--- config.mk ---
export PLATFORM = sky130hd
export DESIGN_NAME = npc3_svm_sequencer
export DESIGN_NICKNAME = d
export VERILOG_FILES = /design/src/rtl/npc3_svm_pkg.sv /design/src/rtl/npc3_svm_carrier.sv /design/src/rtl/npc3_svm_param_bank.sv /design/src/rtl/npc3_svm_slot_decode.sv /design/src/rtl/npc3_svm_state_map.sv /design/src/rtl/npc3_svm_sequencer.sv
export SDC_FILE = /design/constraint.sdc
export NUM_CORES = 1
export LEC_CHECK = 0
export ABC_AREA = 1
export BUFFER_PORTS_ARGS = -buffer_cell sky130_fd_sc_hd__buf_2
export CORE_ASPECT_RATIO = 2
export CORE_MARGIN = 2
export CORE_UTILIZATION = 40
export CTS_CLUSTER_SIZE = 8
export DETAILED_ROUTE_END_ITERATION = 12
export HOLD_SLACK_MARGIN = 0.05
export PLACE_DENSITY = 0.64
export REMOVE_ABC_BUFFERS = 1
export SYNTH_ARGS = -nofsm -noshare
export SYNTH_HDL_FRONTEND = slang
export SYNTH_SLANG_ARGS = --single-unit
--- constraint.sdc ---
create_clock -name clk -period 6.9 [get_ports clk]
set_clock_uncertainty 0.2 [all_clocks]
set_input_delay 0.69 -clock clk [delete_from_list [all_inputs] [get_ports clk]]
set_output_delay 0.69 -clock clk [all_outputs]
set_load 0.005 [all_outputs]
--- src/rtl/npc3_svm_pkg.sv ---
// Shared types for the three-level space-vector sequencer.
// Assumes: leg nibble bit0 = outer-upper switch ... bit3 = outer-lower switch.
package npc3_svm_pkg;

    typedef enum logic [2:0] {
        SLOT_HEAD = 3'd0,
        SLOT_VA   = 3'd1,
        SLOT_MID  = 3'd2,
        SLOT_VB   = 3'd3,
        SLOT_TAIL = 3'd4
    } slot_e;

    typedef enum logic [2:0] {
        LC_NEG  = 3'd0,
        LC_ZERO = 3'd1,
        LC_POS  = 3'd2,
        LC_FULL = 3'd3,
        LC_TOP3 = 3'd4,
        LC_BOT3 = 3'd5
    } leg_e;

    // Switch pattern for one leg state
    function automatic logic [3:0] leg_nibble(input leg_e c);
        case (c)
            LC_POS:  leg_nibble = 4'b0011;
            LC_ZERO: leg_nibble = 4'b0110;
            LC_NEG:  leg_nibble = 4'b1100;
            LC_FULL: leg_nibble = 4'b1111;
            LC_TOP3: leg_nibble = 4'b0111;
            LC_BOT3: leg_nibble = 4'b1110;
            default: leg_nibble = 4'b0110;
        endcase
    endfunction

endpackage

--- src/rtl/npc3_svm_carrier.sv ---
// Free-running period counter. Counts 0..PERIOD-1, flags the last count.
// Assumes PERIOD >= 2.
module npc3_svm_carrier #(
    parameter int PERIOD = 400,
    parameter int CW     = $clog2(PERIOD + 1)
) (
    input  logic          clk,
    input  logic          rst_n,
    output logic [CW-1:0] cnt_o,
    output logic          wrap_o
);

    localparam logic [CW-1:0] LAST = CW'(PERIOD - 1);

    logic [CW-1:0] cnt_q;

    // Advance the carrier, wrap after the last count
    always_ff @(posedge clk) begin
        if (!rst_n)              cnt_q <= '0;
        else if (cnt_q == LAST)  cnt_q <= '0;
        else                     cnt_q <= cnt_q + 1'b1;
    end

    assign cnt_o  = cnt_q;
    assign wrap_o = (cnt_q == LAST);

    assert_cnt_range_R3: assert property (@(posedge clk) disable iff (!rst_n)
        cnt_q < CW'(PERIOD));
    assert_wrap_to_zero_R3: assert property (@(posedge clk) disable iff (!rst_n)
        wrap_o |=> cnt_q == '0);

endmodule

--- src/rtl/npc3_svm_param_bank.sv ---
// Shadow and working parameter registers. Clamps counts on capture and
// hands the shadow set to the working set only at carrier wrap.
module npc3_svm_param_bank #(
    parameter int PERIOD = 400,
    parameter int CW     = $clog2(PERIOD + 1)
) (
    input  logic          clk,
    input  logic          rst_n,
    input  logic          wrap_i,
    input  logic          upd_valid_i,
    input  logic [2:0]    upd_sector_i,
    input  logic          upd_modified_i,
    input  logic [CW-1:0] upd_dwell_a_i,
    input  logic [CW-1:0] upd_dwell_b_i,
    input  logic [CW-1:0] upd_st_i,
    output logic [2:0]    act_sector_o,
    output logic          act_modified_o,
    output logic [CW-1:0] act_dwell_a_o,
    output logic [CW-1:0] act_dwell_b_o,
    output logic [CW-1:0] act_st_o
);

    localparam logic [CW-1:0] FULL = CW'(PERIOD);

    logic [CW-1:0] st_sat, a_sat, b_sat, room_a, room_b;
    logic [2:0]    sh_sector;
    logic          sh_mod;
    logic [CW-1:0] sh_a, sh_b, sh_st;

    // Clamp the incoming counts so they never exceed one period
    always_comb begin
        st_sat = (upd_st_i > FULL) ? FULL : upd_st_i;
        room_a = FULL - st_sat;
        a_sat  = (upd_dwell_a_i > room_a) ? room_a : upd_dwell_a_i;
        room_b = room_a - a_sat;
        b_sat  = (upd_dwell_b_i > room_b) ? room_b : upd_dwell_b_i;
    end

    // Shadow set: written on every strobe
    always_ff @(posedge clk) begin
        if (!rst_n) begin
            sh_sector <= '0; sh_mod <= 1'b0;
            sh_a <= '0; sh_b <= '0; sh_st <= '0;
        end else if (upd_valid_i) begin
            sh_sector <= upd_sector_i; sh_mod <= upd_modified_i;
            sh_a <= a_sat; sh_b <= b_sat; sh_st <= st_sat;
        end
    end

    // Working set: taken from the shadow only at the period boundary
    always_ff @(posedge clk) begin
        if (!rst_n) begin
            act_sector_o <= '0; act_modified_o <= 1'b0;
            act_dwell_a_o <= '0; act_dwell_b_o <= '0; act_st_o <= '0;
        end else if (wrap_i) begin
            act_sector_o <= sh_sector; act_modified_o <= sh_mod;
            act_dwell_a_o <= sh_a; act_dwell_b_o <= sh_b; act_st_o <= sh_st;
        end
    end

    assert_hold_mid_period_R9: assert property (@(posedge clk) disable iff (!rst_n)
        !wrap_i |=> $stable({act_sector_o, act_modified_o, act_dwell_a_o,
                             act_dwell_b_o, act_st_o}));
    assert_sum_fits_R8: assert property (@(posedge clk) disable iff (!rst_n)
        ({2'b00, act_st_o} + {2'b00, act_dwell_a_o} + {2'b00, act_dwell_b_o})
            <= (CW + 2)'(PERIOD));

endmodule

--- src/rtl/npc3_svm_slot_decode.sv ---
// Maps the carrier count to one of five slots from the working counts.
// Assumes st + dwell_a + dwell_b <= PERIOD (guaranteed by the bank).
module npc3_svm_slot_decode
    import npc3_svm_pkg::*;
#(
    parameter int PERIOD = 400,
    parameter int CW     = $clog2(PERIOD + 1)
) (
    input  logic          clk,
    input  logic          rst_n,
    input  logic [CW-1:0] cnt_i,
    input  logic [CW-1:0] dwell_a_i,
    input  logic [CW-1:0] dwell_b_i,
    input  logic [CW-1:0] st_i,
    output slot_e         slot_o
);

    logic [CW-1:0] head_len, tail_len, end_head, end_va, end_mid, end_vb;

    // Slot boundaries; an empty slot has equal start and end
    always_comb begin
        head_len = st_i >> 1;
        tail_len = st_i - head_len;
        end_head = head_len;
        end_va   = head_len + dwell_a_i;
        end_vb   = CW'(PERIOD) - tail_len;
        end_mid  = end_vb - dwell_b_i;
        if (cnt_i < end_head)     slot_o = SLOT_HEAD;
        else if (cnt_i < end_va)  slot_o = SLOT_VA;
        else if (cnt_i < end_mid) slot_o = SLOT_MID;
        else if (cnt_i < end_vb)  slot_o = SLOT_VB;
        else                      slot_o = SLOT_TAIL;
    end

    assert_slot_order_R5: assert property (@(posedge clk) disable iff (!rst_n)
        (cnt_i != '0) |-> (slot_o >= $past(slot_o)));

endmodule

--- src/rtl/npc3_svm_state_map.sv ---
// Turns sector, mode and slot into the registered gate pattern of both legs.
// Assumes sector codes 0..3 are the positive half, 4..7 the negative half.
module npc3_svm_state_map
    import npc3_svm_pkg::*;
#(
    parameter int LEGS = 2
) (
    input  logic          clk,
    input  logic          rst_n,
    input  logic [2:0]    sector_i,
    input  logic          modified_i,
    input  slot_e         slot_i,
    output logic [4*LEGS-1:0] gate_o
);

    leg_e lv [LEGS];
    leg_e vx_a, vx_b, vy_a, vy_b, ix_a, ix_b, iy_a, iy_b, md_a, md_b;
    logic pos_half, outer, mid_active;
    logic [3:0] nib [LEGS];
    logic [4*LEGS-1:0] gate_d;

    // Pick the leg states for the current slot
    always_comb begin
        pos_half   = ~sector_i[2];
        outer      = sector_i[1];
        mid_active = sector_i[1] ^ sector_i[0];
        vx_a = LC_ZERO;                          vx_b = pos_half ? LC_NEG : LC_POS;
        vy_a = pos_half ? LC_POS : LC_NEG;       vy_b = LC_ZERO;
        ix_a = pos_half ? LC_TOP3 : LC_BOT3;     ix_b = pos_half ? LC_NEG : LC_POS;
        iy_a = pos_half ? LC_POS : LC_NEG;       iy_b = pos_half ? LC_BOT3 : LC_TOP3;
        md_a = mid_active ? (pos_half ? LC_POS : LC_NEG) : LC_ZERO;
        md_b = mid_active ? (pos_half ? LC_NEG : LC_POS) : LC_ZERO;
        lv[0] = LC_ZERO; lv[1] = LC_ZERO;
        case (slot_i)
            SLOT_HEAD: begin
                lv[0] = !modified_i ? LC_FULL : (outer ? iy_a : ix_a);
                lv[1] = !modified_i ? LC_FULL : (outer ? iy_b : ix_b);
            end
            SLOT_VA:   begin lv[0] = outer ? vy_a : vx_a; lv[1] = outer ? vy_b : vx_b; end
            SLOT_MID:  begin lv[0] = md_a; lv[1] = md_b; end
            SLOT_VB:   begin lv[0] = outer ? vx_a : vy_a; lv[1] = outer ? vx_b : vy_b; end
            SLOT_TAIL: begin
                lv[0] = !modified_i ? LC_FULL : (outer ? ix_a : iy_a);
                lv[1] = !modified_i ? LC_FULL : (outer ? ix_b : iy_b);
            end
            default:   begin lv[0] = LC_ZERO; lv[1] = LC_ZERO; end
        endcase
    end

    for (genvar g = 0; g < LEGS; g++) begin : g_leg
        assign nib[g] = leg_nibble(lv[g]);
        assign gate_d[4*g +: 4] = nib[g];
    end

    // Register the gate drives; all off in reset
    always_ff @(posedge clk) begin
        if (!rst_n) gate_o <= '0;
        else        gate_o <= gate_d;
    end

    assert_reset_low_R1: assert property (@(posedge clk)
        !rst_n |=> gate_o == '0);
    assert_legal_leg_a_R2: assert property (@(posedge clk) disable iff (!rst_n)
        $past(rst_n) |-> (gate_o[3:0] inside {4'b0011, 4'b0110, 4'b1100,
                                              4'b1111, 4'b0111, 4'b1110}));
    assert_legal_leg_b_R2: assert property (@(posedge clk) disable iff (!rst_n)
        $past(rst_n) |-> (gate_o[7:4] inside {4'b0011, 4'b0110, 4'b1100,
                                              4'b1111, 4'b0111, 4'b1110}));
    assert_no_partial_basic_R6: assert property (@(posedge clk) disable iff (!rst_n)
        !modified_i |=> !(gate_o[3:0] inside {4'b0111, 4'b1110}) &&
                        !(gate_o[7:4] inside {4'b0111, 4'b1110}));
    assert_one_partial_leg_R7: assert property (@(posedge clk) disable iff (!rst_n)
        !((gate_o[3:0] inside {4'b0111, 4'b1110}) &&
          (gate_o[7:4] inside {4'b0111, 4'b1110})));

endmodule

--- src/rtl/npc3_svm_sequencer.sv ---
// Top: three-level single-phase space-vector state sequencer.
// Plays head shoot-through, two active vectors around a middle vector and a
// tail shoot-through every PERIOD clocks. Parameters are double-buffered.
module npc3_svm_sequencer
    import npc3_svm_pkg::*;
#(
    parameter int PERIOD = 400,
    parameter int CNT_W  = $clog2(PERIOD + 1)
) (
    input  logic             clk,
    input  logic             rst_n,
    input  logic             upd_valid_i,
    input  logic [2:0]       upd_sector_i,
    input  logic             upd_modified_i,
    input  logic [CNT_W-1:0] upd_dwell_a_i,
    input  logic [CNT_W-1:0] upd_dwell_b_i,
    input  logic [CNT_W-1:0] upd_st_i,
    output logic [7:0]       gate_o
);

    logic [CNT_W-1:0] cnt, act_a, act_b, act_st;
    logic             wrap, act_mod;
    logic [2:0]       act_sector;
    slot_e            slot;

    npc3_svm_carrier #(.PERIOD(PERIOD), .CW(CNT_W)) u_carrier (
        .clk(clk), .rst_n(rst_n), .cnt_o(cnt), .wrap_o(wrap)
    );

    npc3_svm_param_bank #(.PERIOD(PERIOD), .CW(CNT_W)) u_bank (
        .clk(clk), .rst_n(rst_n), .wrap_i(wrap),
        .upd_valid_i(upd_valid_i), .upd_sector_i(upd_sector_i),
        .upd_modified_i(upd_modified_i), .upd_dwell_a_i(upd_dwell_a_i),
        .upd_dwell_b_i(upd_dwell_b_i), .upd_st_i(upd_st_i),
        .act_sector_o(act_sector), .act_modified_o(act_mod),
        .act_dwell_a_o(act_a), .act_dwell_b_o(act_b), .act_st_o(act_st)
    );

    npc3_svm_slot_decode #(.PERIOD(PERIOD), .CW(CNT_W)) u_slot (
        .clk(clk), .rst_n(rst_n), .cnt_i(cnt),
        .dwell_a_i(act_a), .dwell_b_i(act_b), .st_i(act_st), .slot_o(slot)
    );

    npc3_svm_state_map #(.LEGS(2)) u_map (
        .clk(clk), .rst_n(rst_n), .sector_i(act_sector),
        .modified_i(act_mod), .slot_i(slot), .gate_o(gate_o)
    );

endmodule

==> key figures, run 1 <==
Outcome
  • Status: finished clean

Routing
  • Drt first pass iters: 4
  • Via count: 5,372
  • Residual DRC count: 0
  • DR iter-0 viols: 154
  • Via density: 5.02
  • Routed len/inst: 14.0 µm
  • DRT Wirelength: 15,000 µm
  • Routed Antenna Nets: 0

Finish
  • Synth-to-layout area growth: 11.8%
  • Util after Layout: 0.457
  • Layout cells sized above 1: 0.108
  • Most common cell after layout, fill and taps aside: nand2_1
  • Inserted Diodes: 0
  • Non-Filler Instances: 1,071
  • Commonest cells after routing, fill and taps aside: nand2_1, inv_1, a21oi_1, nor2_1, ha_1
  • Fin nets: 999

Setup path
  • CP top delay family: simple AND/OR/NAND/NOR gates
  • Worst Path Buf+Inv: 8
  • Crit-path max FO: 16
  • CP Capture Type: register
  • CP Launch Type: primary input
  • Critical-path top delay cell: or4_1
  • CP Data Arrival Time: 6400 ps
  • CP Class: primary input to register
  • CP peak stage delay: 390 ps
  • Required time of the worst setup path: 6960 ps

Synth
  • Synth cell types: 47
  • Top_reg_cell synth: dfxtp_1
  • Synth async-reset ratio: 0
  • Post-synth EDFFs: 0
  • Mapped Area: 0.00602 mm²
  • Largest cells by area after synthesis: dfxtp_1, ha_1, nand2_1
  • Synth Register Bits: 79
  • Syn. warnings: 0
  • Register area share after synthesis: 0.263
  • Synth Instances: 836
  • Area share of the largest cell type after synthesis: 0.263
  • Syn Area/Cell: 7.20 µm²
  • Leading area contributor after synthesis: dfxtp_1

Pwr
  • Pwr Density: 214 mW/mm²
  • Final Power: 1.44 mW
  • Peak supply drop: 0.000125 V
  • Static Leakage: 3.30 nW

Die
  • Row cnt: 63
  • I/O pin count: 42
  • Chip width: 90.7 µm
  • Die area: 0.0161 mm²
  • Starting Density: 0.408
  • Die Ht: 177 µm
  • Core area: 0.0147 mm²

Placement
  • Placed Cells: 1,054
  • Setup WS pre-CTS: 265 ps
  • Post-DP HPWL: 12,400 µm
  • Gpl congestion: 0.939
  • Port buffer count: 41

GRT
  • Initial antenna violation count: 0
  • GRT Util Overall: 0.195
  • First-pass GRT wire length: 24,500 µm
  • Pin count of the biggest net entering global routing: 55
  • Vias in the first global route: 5,336
  • Global route overflow: 0

Run
  • MaxCap Viol Count: 0

Clocking
  • Clock Tree Buf Depth: 2
  • CTS sink cnt: 79
  • Clock latency at the later pin of the worst-skew pair: 350 ps
  • Clock-pin slew on the worst setup and hold paths: 60 ps
  • Clock Root Buffer: clkbuf_16
  • CTS tree: done
  • CTS Buf Count: 9
  • H-tree levels: 3
  • Hold Buf Count CTS: 0

Timing
  • Hold Fails Final Rpt: 0
  • Part of the cycle the worst path needs: 0.918
  • RSZ-0062 raised after global routing: false
  • Slew @ Worst Pin: 643 ps
  • Max Slew Vio Count: 0
  • Slew headroom: 0.571
  • Crit path time final: 6340 ps
  • Setup ws final: 565 ps
  • Final setup TNS: 0 ps
  • Setup Viol. Count Final: 0
  • Max Clk Rate: 158 MHz

Worst hold path
  • Type of the tightest min-delay check: register to register
## per-stage QoR
step	hold slack, ps	area (µm²)
6_report	251	6730
5_1_grt	274	6730
4_1_cts	252	6710
3_5_place_dp	244	6400
3_3_place_gp	241	6400
2_1_floorplan	229	5920
## power by group
part / switching (mW) / total [mW] / internal (mW) / leakage, nW
registers: 0.0164 / 0.506 / 0.490 / 0.647
clock network: 0.203 / 0.487 / 0.284 / 0.139
logic: 0.279 / 0.446 / 0.167 / 2.51
total: 0.498 / 1.44 / 0.941 / 3.30
## worst paths after layout
| kind | from | to | slack [ps] | cells past startpoint |
|---|---|---|---|---|
| setup / recovery | upd_st_i[3] | u_bank.sh_b[7] | 560 | 37 |
| hold reg to reg | u_bank.sh_a[8] | u_bank.act_dwell_a_o[8] | 250 | 2 |
| hold / removal | u_bank.sh_a[8] | u_bank.act_dwell_a_o[8] | 250 | 2 |
| setup reg to reg | u_bank.act_st_o[2] | u_map.gate_o[7] | 1550 | 28 |
## cell families after synthesis
kind of cell,synth area share
and+or+nand+nor,0.205
AOI/OAI and AO/OA,0.189
buffers and inverters,0.0885
adders and majority gates,0.200
DFF,0.263
xor gates and xnor gates,0.0549
## tightest hold or removal path, delay by kind of cell (launching register included)
kind                   cells  cell delay [ps]
DFF                        1              290
AOI/OAI and AO/OA          1               50
buffers and inverters      1               60
## per-layer routing
layer | vias up | track usage | share of wire
met1 | 2419 | 0.163 | 0.34
li1 | 2832 | - | -
met5 | - | 0 | 0
met2 | 80 | 0.400 | 0.58
met4 | 0 | 0.142 | 0.062
met3 | 41 | 0.0251 | 0.019
## flip-flops by register name (all words and copies together), names as in the netlist
name,cells
u_bank.act_dwell_a_o,9
u_bank.act_modified_o,1
u_bank.sh_st,9
u_bank.sh_a,9
u_bank.act_dwell_b_o,9
u_bank.sh_b,9
u_bank.sh_mod,1
u_bank.sh_sector,3
u_bank.act_sector_o,3
u_bank.act_st_o,9
u_map.gate_o,8
u_carrier.cnt_o,9
## layout make-up
class	count	area, µm²
clock buffers	9	225
clock inverters	7	78.8
fillers	1568	8010
inverters	115	435
multi-input cells	619	3910
flip-flops and latches	79	1580
well taps	195	244
repair buffers	47	263
## cell usage after synthesis (2+ instances only)
library cell and instances:
nand2_1 127, inv_1 110, a21oi_1 93, nor2_1 91, ha_1 90, dfxtp_1 79, o21ai_0 66, nand3_1 28
xor2_1 25, clkbuf_1 17, o211ai_1 11, nand2_2 9, nand4_1 9, xnor2_1 9, o21bai_1 7, o21ai_1 6
nor3_1 5, a21o_1 4, fa_1 4, inv_2 4, and2_1 3, buf_2 3, nor2_2 3, o21a_1 3
o21ai_2 3, a31oi_1 2, nand3b_1 2, nor4_1 2, or2_2 2, xor2_2 2
## repair_timing
| action | in CTS | in global routing |
|---|---|---|
| endpoints found under the setup margin | 0 | 8 |
| gates resized for setup | 0 | 3 |
| hold endpoints to repair | 0 | 0 |
| setup buffers | 0 | 1 |
No activity file was read; power rests on OpenSTA's default activity.
==> inputs of run 2 (changes only) <==
--- a/config.mk
+++ b/config.mk
@@ -7,11 +7,12 @@
 export LEC_CHECK = 0
 export ABC_AREA = 1
 export BUFFER_PORTS_ARGS = -buffer_cell sky130_fd_sc_hd__buf_2
-export CORE_ASPECT_RATIO = 2
+export CORE_ASPECT_RATIO = 0.9
 export CORE_MARGIN = 2
 export CORE_UTILIZATION = 40
 export CTS_CLUSTER_SIZE = 8
 export DETAILED_ROUTE_END_ITERATION = 12
+export GPL_TIMING_DRIVEN = 0
 export HOLD_SLACK_MARGIN = 0.05
 export PLACE_DENSITY = 0.64
 export REMOVE_ABC_BUFFERS = 1
==> run 2 against run 1 <==
Sequential power barely moved. Via count shrank 2.0%. Sequential share of layout area up 0.14 points. First-iteration DRC count grew to 2.6 times the previous value. Clock-buffer cell count is 1 higher. Non-clock buffer count is 2 lower. Total power down 3.8%. Maximum frequency is 0.90% higher. Critical path type unchanged. Critical endpoint unchanged. Largest cell class unchanged.
==> key figures, run 2 (same netlist as run 1, synthesis figures left out) <==
Outcome
  • Status: finished clean

Clocking
  • Clock Root Buffer: clkbuf_16
  • CTS Buf Count: 9
  • CTS tree: done
  • Clock latency at the later pin of the worst-skew pair: 340 ps
  • H-tree levels: 3
  • CTS sink cnt: 79
  • Clock Tree Buf Depth: 2
  • Clock-pin slew on the worst setup and hold paths: 60 ps

Pwr
  • Clock power share: 0.324
  • Pwr Density: 207 mW/mm²
  • Comb pwr share: 0.311
  • Peak supply drop: 0.000132 V
  • Total internal power: 0.908 mW
  • Net Sw Frac: 0.344
  • NetSw: 0.476 mW
  • Final Power: 1.38 mW
  • Seq pwr share: 0.365
  • Static Leakage: 3.28 nW

Routing
  • Drt first pass iters: 8
  • DR iter-0 viols: 399
  • Routed Antenna Nets: 0
  • Via count: 5,264
  • Residual DRC count: 0
  • Via density: 4.91
  • Routed len/inst: 12.3 µm
  • DRT Wirelength: 13,200 µm

Finish
  • Inserted Diodes: 0
  • Most common cell after layout, fill and taps aside: nand2_1
  • Fillers: 1,531
  • Sequential Area: 0.00158 mm²
  • Util after Layout: 0.455
  • Multi-input gate area: 0.00391 mm²
  • Layout cells sized above 1: 0.109
  • Synth-to-layout area growth: 11.2%
  • Fin nets: 997
  • Commonest cells after routing, fill and taps aside: nand2_1, inv_1, a21oi_1, nor2_1, ha_1

Timing
  • Max Clk Rate: 159 MHz
  • Hold Fails Final Rpt: 0
  • Part of the cycle the worst path needs: 0.910
  • Setup ws final: 621 ps
  • Crit path time final: 6280 ps
  • RSZ-0062 raised after global routing: false
  • Slew @ Worst Pin: 843 ps
  • Max Slew Vio Count: 0
  • Final setup TNS: 0 ps
  • Setup Viol. Count Final: 0
  • Slew headroom: 0.438

Setup path
  • CP Capture Type: register
  • R2r setup slk: 1700 ps
  • Worst R2R Start: u_bank.act_st_o[2]
  • Crit-path max FO: 16
  • CP Data Arrival Time: 6340 ps
  • CP Class: primary input to register
  • Origin of the worst setup path: upd_st_i[0]
  • Worst reg2reg path endpoint: u_map.gate_o[0]
  • Required time of the worst setup path: 6960 ps
  • FF-to-FF path depth: 28
  • Critical-path top delay cell: o21ai_1
  • CP peak stage delay: 410 ps
  • CP Launch Type: primary input

GRT
  • GRT Util Overall: 0.173
  • Global route overflow: 0
  • Pin count of the biggest net entering global routing: 55
  • First-pass GRT wire length: 22,500 µm
  • Initial antenna violation count: 0
  • Vias in the first global route: 4,666

Die
  • Chip width: 133 µm
  • Row cnt: 42
  • I/O pin count: 42
  • Die Ht: 120 µm
  • Starting Density: 0.409
  • Core area: 0.0147 mm²
  • Die area: 0.0160 mm²

Worst hold path
  • Hold Crit Start: u_bank.sh_b[7]
  • Type of the tightest min-delay check: register to register
  • Worst hold endpoint: u_bank.sh_b[7]
  • Worst Hold Depth: 2

Placement
  • Gpl congestion: 0.859
  • Setup WS pre-CTS: 56.7 ps
  • Port buffer count: 41
  • Post-DP HPWL: 10,400 µm

Run
  • MaxCap Viol Count: 0
-- run 2: changes by cell type in the layout (fill, tap and decap cells not counted), moves of 2 or more --
cell and delta:
clkinv_2 +2, nand2_2 +2, clkinvlp_4 -2, nand2_1 -2
-- run 2: per-stage QoR --
| stage | hold WS (ps) | area, µm² | instances |
|---|---|---|---|
| 2_1_floorplan | 229 | 5920 | 813 |
| 3_3_place_gp | 247 | 6370 | 1052 |
| 3_5_place_dp | 252 | 6370 | 1052 |
| 4_1_cts | 262 | 6650 | 1068 |
| 5_1_grt | 284 | 6690 | 1072 |
| 6_report | 259 | 6690 | 1072 |
-- run 2: how the worst max path moves through the flow --
| stage | end | slack, ps |
|---|---|---|
| 2_1_floorplan | u_bank.sh_b[5] | 1080 |
| 4_1_cts | u_bank.sh_b[7] | 380 |
| 3_5_place_dp | u_bank.sh_b[7] | 60 |
| 3_3_place_gp | u_bank.sh_b[7] | 90 |
| 5_1_grt | u_bank.sh_b[6] | 60 |
| 6_report | u_bank.sh_b[7] | 620 |
-- run 2: per-layer routing --
metal / vias up / global-route usage / part of all wire
met3: 18 / 0.0331 / 0.040
met4: 0 / 0.0459 / 0.016
li1: 2840 / - / -
met1: 2305 / 0.247 / 0.53
met5: - / 0 / 0
met2: 101 / 0.268 / 0.41
-- run 2: area by class of cell --
type                    count  area share
flip-flops and latches     79       0.236
clock buffers              10      0.0357
inverters                 115      0.0651
clock inverters             6     0.00654
multi-input cells         619       0.584
well taps                 198      0.0370
repair buffers             45      0.0351
-- run 2: what timing repair did --
action | CTS | global route
hold buffers | 0 | 0
buffers inserted | 0 | 4
endpoints found under the hold margin | 0 | 0
gates resized for setup | 0 | 5
setup endpoints to repair | 0 | 9
-- run 2: power groups by stage --
stage                     clock network [mW]  registers, mW  logic [mW]
after detailed placement                   0          0.515       0.421
after global placement                     0          0.515       0.415
after floorplan                            0          0.512       0.315
after CTS                              0.464          0.505       0.423
final                                  0.448          0.505       0.430
after global routing                   0.480          0.509       0.502
-- run 2: critical path, delay by kind of cell --
kind / cells / cell delay [ps]
buffers and inverters: 7 / 760
adders and majority gates: 4 / 1170
and+or+nand+nor: 15 / 1880
AOI/OAI and AO/OA: 9 / 1590
xor gates and xnor gates: 1 / 240
==> inputs of run 3 (changes only) <==
--- a/config.mk
+++ b/config.mk
@@ -14,7 +14,7 @@
 export DETAILED_ROUTE_END_ITERATION = 12
 export GPL_TIMING_DRIVEN = 0
 export HOLD_SLACK_MARGIN = 0.05
-export PLACE_DENSITY = 0.64
+export PLACE_DENSITY = 0.54
 export REMOVE_ABC_BUFFERS = 1
 export SYNTH_ARGS = -nofsm -noshare
 export SYNTH_HDL_FRONTEND = slang
==> run 3 against run 2 <==
Sequential power hardly changed. Die area stayed put. Sequential share of layout area is 0.18 points lower. Non-clock buffer count is 2 lower. Clock power is 20% higher. First-iteration DRC count is 29% lower. Clock-buffer cell count is 1 higher. Global-route usage is 1.8 points higher. Via count is 1.1% higher. Final cell count hardly changed. Critical path type unchanged. Critical endpoint unchanged. Largest cell class unchanged.
==> key figures, run 3 (same netlist as run 1, synthesis figures left out) <==
Outcome
  • Status: finished clean

Clocking
  • Clock Root Buffer: clkbuf_16
  • CTS sink cnt: 79
  • CTS Buf Count: 9
  • Clock latency at the later pin of the worst-skew pair: 350 ps
  • H-tree levels: 3
  • Clock Tree Buf Depth: 2
  • Clock-pin slew on the worst setup and hold paths: 60 ps
  • Hold Buf Count CTS: 0
  • CTS tree: done

Timing
  • Part of the cycle the worst path needs: 0.895
  • RSZ-0062 raised after global routing: false
  • Max Slew Vio Count: 0
  • Hold WS: 253 ps
  • Slew @ Worst Pin: 870 ps
  • Setup Viol. Count Final: 0
  • Hold Fails Final Rpt: 0
  • Slew headroom: 0.420
  • Max Clk Rate: 162 MHz
  • Crit path time final: 6170 ps
  • Setup ws final: 726 ps
  • Final setup TNS: 0 ps

Setup path
  • CP Class: primary input to register
  • CP Data Arrival Time: 6240 ps
  • CP Capture Type: register
  • R2r setup slk: 1500 ps
  • CP top delay family: simple AND/OR/NAND/NOR gates
  • Required time of the worst setup path: 6960 ps
  • Crit-path max FO: 16
  • CP Launch Type: primary input
  • Worst Path Buf+Inv: 6
  • Critical-path top delay cell: fa_1
  • CP peak stage delay: 490 ps
  • CP most frequent cell: a21oi_1

Routing
  • Via density: 4.97
  • DRT Wirelength: 14,400 µm
  • Residual DRC count: 0
  • Routed Antenna Nets: 0
  • Via count: 5,321
  • DR iter-0 viols: 282
  • Routed len/inst: 13.5 µm
  • Drt first pass iters: 4

Die
  • Starting Density: 0.409
  • Die area: 0.0160 mm²
  • Die Ht: 120 µm
  • I/O pin count: 42
  • Core area: 0.0147 mm²
  • Chip width: 133 µm
  • Row cnt: 42

Finish
  • Most common cell after layout, fill and taps aside: nand2_1
  • Synth-to-layout area growth: 12.0%
  • Util after Layout: 0.458
  • Fin nets: 996
  • Layout cells sized above 1: 0.109
  • Fillers: 1,559
  • Inserted Diodes: 0
  • Commonest cells after routing, fill and taps aside: nand2_1, inv_1, a21oi_1, nor2_1, ha_1

Placement
  • Setup WS pre-CTS: 118 ps
  • Post-DP HPWL: 11,500 µm
  • Gpl congestion: 0.882
  • Port buffer count: 41

Run
  • MaxCap Viol Count: 0

Worst hold path
  • Type of the tightest min-delay check: register to register

GRT
  • Pin count of the biggest net entering global routing: 55
  • Vias in the first global route: 5,058
  • Initial antenna violation count: 0
  • Global route overflow: 0
  • First-pass GRT wire length: 24,400 µm
  • GRT Util Overall: 0.192

Pwr
  • Peak supply drop: 0.000159 V
  • Final Power: 1.48 mW
  • Pwr Density: 219 mW/mm²
  • Static Leakage: 3.30 nW
## run 3: cell types whose count changed in the layout (fill, tap and decap cells not counted), sizes merged
cell,previous run,this run
clkbuf,10,11
buf,45,43
clkinv,4,2
bufinv,0,2
## run 3: final cells by class
| class | count | area [µm²] | share of cell area |
|---|---|---|---|
| repair buffers | 43 | 220 | 0.0327 |
| multi-input cells | 619 | 3910 | 0.580 |
| repair inverters | 1 | 5.00 | 0.000742 |
| inverters | 115 | 435 | 0.0646 |
| clock buffers | 11 | 253 | 0.0375 |
| flip-flops and latches | 79 | 1580 | 0.235 |
| clock inverters | 5 | 86.3 | 0.0128 |
| well taps | 198 | 248 | 0.0367 |
## run 3: worst register-to-register path, delay by kind of cell (launching register included)
family          cells  cell delay (ps)
compound gates      7             1160
flops               1              330
fa+ha+maj           5             1510
simple gates       10             1160
buf+inv             4              330
xor+xnor            3              600
## run 3: where the power goes
group          internal [mW]  total, mW  switching (mW)
clock                  0.340      0.538           0.198
sequential             0.490      0.506          0.0167
combinational          0.162      0.435           0.273
total                  0.991       1.48           0.487
## run 3: worst paths after layout
check,startpoint,endpoint,cells after the start
setup / recovery,upd_st_i[3],u_bank.sh_b[7],37
hold / removal,u_bank.sh_a[0],u_bank.act_dwell_a_o[0],2
setup reg to reg,u_bank.act_st_o[1],u_map.gate_o[0],29
hold reg to reg,u_bank.sh_a[0],u_bank.act_dwell_a_o[0],2
## run 3: per-stage QoR
| stage | cells | instance area (µm²) |
|---|---|---|
| floorplan | 813 | 5920 |
| global placement | 1052 | 6370 |
| detailed placement | 1052 | 6370 |
| CTS | 1068 | 6710 |
| global route | 1071 | 6740 |
| finish | 1071 | 6740 |
## run 3: layer usage
metal,track usage,vias to the layer above,wire [µm]
met5,0,-,0
met4,0.0638,0,228
met3,0.0285,13,344
met2,0.311,63,6370
met1,0.262,2404,7470
li1,-,2841,-
## run 3: repair_timing
| item | 4_1_cts | 5_1_grt |
|---|---|---|
| hold endpoints to repair | 0 | 0 |
| setup buffers | 0 | 2 |
| endpoints found under the setup margin | 0 | 9 |
| gates resized for setup | 0 | 6 |
